File: src/rtl/xfer_pkg.sv
package xfer_pkg;
    localparam int DATA_W = 16;
    localparam int DST_W  = 7;
    localparam int SRC_W  = 8;

    typedef struct packed {
        logic             fmt;
        logic [DST_W-1:0] dst;
        logic [SRC_W-1:0] src;
    } instr_t;

    localparam logic [DST_W-1:0] DST_ACC_GRP = 7'h10;
    localparam logic [DST_W-1:0] DST_PC      = 7'h20;
    localparam logic [DST_W-1:0] DST_PFX     = 7'h21;
    localparam logic [DST_W-1:0] DST_STAT    = 7'h22;

    localparam logic [SRC_W-1:0] SRC_ACC_GRP = 8'h10;
    localparam logic [SRC_W-1:0] SRC_PC      = 8'h20;
    localparam logic [SRC_W-1:0] SRC_STAT    = 8'h22;

    typedef enum logic [1:0] {
        ACC_LOAD = 2'd0,
        ACC_ADD  = 2'd1,
        ACC_SUB  = 2'd2,
        ACC_NONE = 2'd3
    } acc_op_e;
endpackage

File: src/rtl/xfer_dst_dec.sv
module xfer_dst_dec
    import xfer_pkg::*;
#(
    parameter int NUM_REG = 4,
    parameter int NUM_ACC = 2
) (
    input  logic [DST_W-1:0]   dst,
    output logic [NUM_REG-1:0] reg_we,
    output logic [NUM_ACC-1:0] acc_we,
    output acc_op_e            acc_op,
    output logic               pc_we,
    output logic               pfx_we,
    output logic               stat_we
);
    logic acc_grp;

    assign acc_grp = (dst[DST_W-1:4] == DST_ACC_GRP[DST_W-1:4]);
    assign acc_op  = acc_op_e'(dst[1:0]);
    assign pc_we   = (dst == DST_PC);
    assign pfx_we  = (dst == DST_PFX);
    assign stat_we = (dst == DST_STAT);

    for (genvar gi = 0; gi < NUM_REG; gi++) begin : g_reg
        assign reg_we[gi] = (dst == DST_W'(gi));
    end

    for (genvar gk = 0; gk < NUM_ACC; gk++) begin : g_acc
        assign acc_we[gk] = acc_grp && (dst[3:2] == 2'(gk)) && (dst[1:0] != 2'd3);
    end
endmodule

File: src/rtl/xfer_src_mux.sv
module xfer_src_mux
    import xfer_pkg::*;
#(
    parameter int PC_W    = 16,
    parameter int NUM_REG = 4,
    parameter int NUM_ACC = 2
) (
    input  logic [SRC_W-1:0]                src,
    input  logic [NUM_REG-1:0][DATA_W-1:0]  regs,
    input  logic [NUM_ACC-1:0][DATA_W-1:0]  accs,
    input  logic [PC_W-1:0]                 pc,
    input  logic                            cf,
    input  logic                            zf,
    output logic [DATA_W-1:0]               value
);
    always_comb begin
        value = '0;
        for (int i = 0; i < NUM_REG; i++) begin
            if (src == SRC_W'(i)) value = regs[i];
        end
        for (int k = 0; k < NUM_ACC; k++) begin
            if (src == SRC_ACC_GRP + SRC_W'(k)) value = accs[k];
        end
        if (src == SRC_PC)   value = DATA_W'(pc);
        if (src == SRC_STAT) value = {{(DATA_W-2){1'b0}}, zf, cf};
    end
endmodule

File: src/rtl/xfer_alu.sv
module xfer_alu
    import xfer_pkg::*;
(
    input  acc_op_e           op,
    input  logic [DATA_W-1:0] acc,
    input  logic [DATA_W-1:0] operand,
    output logic [DATA_W-1:0] result,
    output logic              carry,
    output logic              zero,
    output logic              arith
);
    logic [DATA_W:0] wide;

    always_comb begin
        wide  = {1'b0, operand};
        arith = 1'b0;
        unique case (op)
            ACC_ADD: begin
                wide  = {1'b0, acc} + {1'b0, operand};
                arith = 1'b1;
            end
            ACC_SUB: begin
                wide  = {1'b0, acc} - {1'b0, operand};
                arith = 1'b1;
            end
            default: wide = {1'b0, operand};
        endcase
        result = wide[DATA_W-1:0];
        carry  = wide[DATA_W];
        zero   = (wide[DATA_W-1:0] == '0);
    end
endmodule

File: src/rtl/xfer_core.sv
module xfer_core
    import xfer_pkg::*;
#(
    parameter int PC_W    = 16,
    parameter int NUM_REG = 4,
    parameter int NUM_ACC = 2
) (
    input  logic                      clk,
    input  logic                      rst_n,
    output logic [PC_W-1:0]           imem_addr,
    input  logic [15:0]               imem_rdata,
    output logic [PC_W-1:0]           pc_o,
    output logic [NUM_ACC*DATA_W-1:0] acc_o,
    output logic [NUM_REG*DATA_W-1:0] reg_o,
    output logic [1:0]                flags_o
);
    localparam int PFX_W = DATA_W - SRC_W;

    typedef struct packed {
        logic [PC_W-1:0]                pc;
        logic [NUM_REG-1:0][DATA_W-1:0] regs;
        logic [NUM_ACC-1:0][DATA_W-1:0] accs;
        logic                           cf;
        logic                           zf;
        logic [PFX_W-1:0]               pfx;
        logic                           pfx_v;
    } state_t;

    state_t st_d, st_q;

    instr_t               ins;
    logic [NUM_REG-1:0]   reg_we;
    logic [NUM_ACC-1:0]   acc_we;
    acc_op_e              acc_op;
    logic                 pc_we, pfx_we, stat_we;
    logic [DATA_W-1:0]    src_val, imm_val, mov_val, acc_cur;
    logic [DATA_W-1:0]    alu_res;
    logic                 alu_c, alu_z, alu_arith;
    logic [PC_W-1:0]      jmp_tgt;

    assign ins = instr_t'(imem_rdata);

    xfer_dst_dec #(.NUM_REG(NUM_REG), .NUM_ACC(NUM_ACC)) u_dec (
        .dst     (ins.dst),
        .reg_we  (reg_we),
        .acc_we  (acc_we),
        .acc_op  (acc_op),
        .pc_we   (pc_we),
        .pfx_we  (pfx_we),
        .stat_we (stat_we)
    );

    xfer_src_mux #(.PC_W(PC_W), .NUM_REG(NUM_REG), .NUM_ACC(NUM_ACC)) u_mux (
        .src   (ins.src),
        .regs  (st_q.regs),
        .accs  (st_q.accs),
        .pc    (st_q.pc),
        .cf    (st_q.cf),
        .zf    (st_q.zf),
        .value (src_val)
    );

    always_comb begin
        acc_cur = '0;
        for (int k = 0; k < NUM_ACC; k++) begin
            if (acc_we[k]) acc_cur = st_q.accs[k];
        end
    end

    xfer_alu u_alu (
        .op      (acc_op),
        .acc     (acc_cur),
        .operand (mov_val),
        .result  (alu_res),
        .carry   (alu_c),
        .zero    (alu_z),
        .arith   (alu_arith)
    );

    always_comb begin
        imm_val = st_q.pfx_v ? {st_q.pfx, ins.src} : {{PFX_W{1'b0}}, ins.src};
        mov_val = ins.fmt ? src_val : imm_val;
        if (ins.fmt)          jmp_tgt = mov_val[PC_W-1:0];
        else if (st_q.pfx_v)  jmp_tgt = imm_val[PC_W-1:0];
        else                  jmp_tgt = {st_q.pc[PC_W-1:SRC_W], ins.src};
    end

    always_comb begin
        st_d       = st_q;
        st_d.pc    = st_q.pc + PC_W'(1);
        st_d.pfx_v = 1'b0;
        for (int i = 0; i < NUM_REG; i++) begin
            if (reg_we[i]) st_d.regs[i] = mov_val;
        end
        for (int k = 0; k < NUM_ACC; k++) begin
            if (acc_we[k]) st_d.accs[k] = alu_res;
        end
        if ((|acc_we) && alu_arith) begin
            st_d.cf = alu_c;
            st_d.zf = alu_z;
        end
        if (stat_we) begin
            st_d.cf = mov_val[0];
            st_d.zf = mov_val[1];
        end
        if (pfx_we) begin
            st_d.pfx   = mov_val[SRC_W-1:0];
            st_d.pfx_v = 1'b1;
        end
        if (pc_we) st_d.pc = jmp_tgt;
    end

    always_ff @(posedge clk) begin
        if (!rst_n) st_q <= '0;
        else        st_q <= st_d;
    end

    assign imem_addr = rst_n ? st_d.pc : '0;
    assign pc_o      = st_q.pc;
    assign acc_o     = st_q.accs;
    assign reg_o     = st_q.regs;
    assign flags_o   = {st_q.zf, st_q.cf};
endmodule

File: config.mk
export PLATFORM = sky130hd
export DESIGN_NAME = xfer_core
export DESIGN_NICKNAME = d
export VERILOG_FILES = /design/src/rtl/xfer_pkg.sv /design/src/rtl/xfer_dst_dec.sv /design/src/rtl/xfer_src_mux.sv /design/src/rtl/xfer_alu.sv /design/src/rtl/xfer_core.sv
export SDC_FILE = /design/constraint.sdc
export NUM_CORES = 1
export LEC_CHECK = 0
export BUFFER_PORTS_ARGS = -buffer_cell sky130_fd_sc_hd__buf_2
export CAP_MARGIN = 20
export CELL_PAD_IN_SITES_DETAIL_PLACEMENT = 0
export CELL_PAD_IN_SITES_GLOBAL_PLACEMENT = 1
export CORE_MARGIN = 2
export CORE_UTILIZATION = 35
export CTS_CLUSTER_DIAMETER = 100
export DETAILED_ROUTE_END_ITERATION = 7
export GPL_TIMING_DRIVEN = 0
export HOLD_SLACK_MARGIN = 0.02
export PLACE_DENSITY = 0.81
export SYNTH_ARGS = -nofsm -noshare
export SYNTH_HDL_FRONTEND = slang
export SYNTH_SLANG_ARGS = --single-unit
File: constraint.sdc
create_clock -name clk -period 4 [get_ports clk]
set_input_delay 0.2 -clock clk [delete_from_list [all_inputs] [get_ports clk]]
set_output_delay 0.2 -clock clk [all_outputs]
set_load 0.05 [all_outputs]
==> impl_results.md <==
- Hold Path Origin: imem_rdata[12]
- Die ar.: 0.0265 mm^2
- Final core utilization: 0.454
- Initial antenna violation count: 0
- H-tree depth: 4
- Power, Total: 3.48 mW
- Num rows: 58
- Final hold vios: 0
- Grt ovf: 0
- CTS hold repair buffers: 0
- CTS tree: yes
- FMAX: 0.224 GHz
- Worst Path Required: 4.37 ns
- First-pass GRT wire length: 54300 um
- Slew headroom: 0.296
- Max clock buf depth: 2
- Max-Cap Viols: 0
- FF-to-FF Start: reg_o[49]$_SDFFE_PN0N_
- Sum Neg Setup Slack: -4.58 ns
- Maximum fanout along the worst path: 10
- Post-Syn Instances: 1123
- PwrDens: 307 mW/mm^2
- Non-filler cells, final: 1658
- Max VDD drop: 0.239 mV
- Measured slew at the worst slew-check pin: 1.05 ns
- Root buf cell: clkbuf_16
- I/O Buffers: 144
- Die span in x: 163 um
- Drt first-iter violations: 985
- Critical Path AT: 4.83 ns
- Final WL: 37100 um
- Crit path launch type: primary input
- Area growth syn-to-layout: 28.4%
- Starting Density: 0.354
- Total track usage: 0.275
- Syn nets: 1165
- Layout cells sized above 1: 0.353
- Unique masters post-synth: 90
- Ys Warns: 0
- Final nets: 1357
- CP Launch Point: imem_rdata[1]
- Mapped cell area: 0.00883 mm^2
- RSZ-0062 raised after global routing: yes
- P_leak: 4.68 nW
- Io pins: 148
- Placed Instances: 1597
- Async SR Flop Fraction: 0
- Seq/Total Area, Yosys: 0.279
- Total iterations of the first detailed-routing run: 6
- Crit path time final: 4.47 ns
- Fin crit share: 1.12
- Crit path capture type: register
- Final worst slack: -0.465 ns
- Num CTS Buffers: 17
- Largest net degree at the start of global routing: 17
- DRT antenna net count: 0
- Violated checks: negative setup slack
- Die height: 163 um
- Drt drc: 0
- DPL Wire Length: 27700 um
- Hold/Removal Path Class: primary input to register
- Layout Skew: 0.00886 ns
- Core Area: 0.0250 mm^2
- Via density: 5.68
- Average size of a mapped cell: 7.86 um^2
- Antenna cell count: 0
- CTS sink count: 123
- Final Max Slew Viols: 0
- Number of flops mapped to enable cells by yosys: 0
- Via Count: 9411
- Clk Latency, worst-skew pair: 0.43 ns
- Routed len/inst: 22.4 um
- Synth Flop Type: dfxtp_1
- Final setup violation count: 18
- Status: finished with violations
- Reg clk slew, reported paths: 0.06 ns
- Vias in the first global route: 8846
- Flops & latches, synth: 123
- Crit Path Class: primary input to register
- Gpl congestion: 0.966
[synthesized netlist by cell type, drive strengths merged, types with 5 or more instances]
| library cell | number | area [um^2] |
|---|---|---|
| o21a | 6 | 45.0 |
| nor2b | 8 | 50.1 |
| nor3 | 26 | 155 |
| nand2 | 75 | 282 |
| or3 | 11 | 68.8 |
| nand4 | 5 | 46.3 |
| xnor2 | 9 | 78.8 |
| nor4b | 7 | 104 |
| nand3 | 22 | 115 |
| o211ai | 9 | 67.6 |
| dfxtp | 123 | 2460 |
| nor3b | 8 | 65.1 |
| mux2i | 29 | 290 |
| inv | 13 | 48.8 |
| a211oi | 83 | 641 |
| clkbuf | 55 | 206 |
| and2 | 11 | 68.8 |
| o21ai | 35 | 175 |
| a221oi | 6 | 58.8 |
| and3 | 13 | 81.3 |
| nor4 | 7 | 43.8 |
| a21o | 7 | 52.6 |
| a22oi | 11 | 92.6 |
| mux4 | 10 | 225 |
| xor2 | 16 | 140 |
| a31oi | 10 | 62.6 |
| nor2 | 188 | 716 |
| buf | 138 | 998 |
| ha | 23 | 288 |
| a21oi | 82 | 414 |
[flip-flops by register name, summed over array words and instances (netlist names)]
signal / count
acc_o: 32
st_q: 9
pc_o: 16
flags_o: 2
reg_o: 64
[layer usage]
layer	track usage	vias up	routed length, um	share of wire
met1	0.380	4499	16300	0.44
met5	0	-	0	0
met2	0.419	491	16200	0.44
li1	-	4346	-	-
met3	0.0540	75	3320	0.089
met4	0.109	0	1230	0.033
[metrics by stage]
stage	hold slack, ns	setup slack [ns]	instance area (um^2)
after CTS	0.230	-0.418	11100
final	0.247	-0.465	11300
after floorplan	0.425	-0.0790	8930
after global routing	0.289	-0.590	11300
after detailed placement	0.458	-1.49	10100
after global placement	0.450	-1.48	10100
[path summary, 6_finish.rpt]
check / slack, ns / to / cells past startpoint
max: -0.47 / flags_o[0]$_SDFFE_PN0P_ / 20
min reg2reg: 0.47 / reg_o[0]$_SDFFE_PN0N_ / 2
max reg2reg: -0.45 / flags_o[0]$_SDFFE_PN0P_ / 16
min: 0.25 / reg_o[35]$_SDFFE_PN0N_ / 4
[critical path, stage by stage]
cell and delay (ns):
buf_2 0.11, buf_4 0.24, buf_4 0.28, buf_2 0.33, mux4_2 0.39, nand3_1 0.13
o211ai_1 0.12, a22oi_2 0.34, clkbuf_8 0.30, a41oi_2 0.17, xor2_1 0.23, ha_1 0.36
o2111a_2 0.26, nand3_2 0.10, o2111ai_2 0.21, a31oi_2 0.16, o21a_1 0.24, or4_1 0.40
a31o_1 0.19, nand3_1 0.06
[repair_timing]
item / in CTS / in global routing
buffers inserted: 22 / 9
endpoints found under the setup margin: 26 / 26
pin swaps: 38 / 21
gates resized for setup: 61 / 45
[power by group]
group          total [mW]  switching [mW]  internal (mW)
Combinational       0.630           0.409          0.222
Clock                1.59           0.636          0.953
Sequential           1.26          0.0204           1.24
[cell usage in the layout, fill, tap and decap left out, types with 18 or more instances in the layout]
cell	Yosys	layout
nor2_1	186	184
a21oi_1	81	72
clkbuf_1	55	47
o21ai_0	32	25
dfxtp_1	123	121
nand2_1	75	73
buf_2	15	154
mux2i_1	29	27
buf_4	115	144
nor3_1	21	20
ha_1	23	18
a211oi_1	81	67
[cell type report]
class | instances | area, um^2
Buffer | 191 | 1250
Clock buffer | 19 | 453
Clock inverter | 13 | 141
Fill cell | 2601 | 13600
Inverter | 14 | 53.8
Multi-Input combinational cell | 793 | 5580
Sequential cell | 123 | 2460
Tap cell | 330 | 413
Timing Repair Buffer | 175 | 972
[logic make-up after synthesis]
family | synth area share
AO/OA/AOI/OAI | 0.239
XOR/XNOR | 0.0248
adder cells (fa/ha/maj) | 0.0349
buffers and inverters | 0.142
flip-flops | 0.279
multiplexers | 0.0622
AND/OR/NAND/NOR | 0.218
No activity file was read; power rests on OpenSTA's default activity.
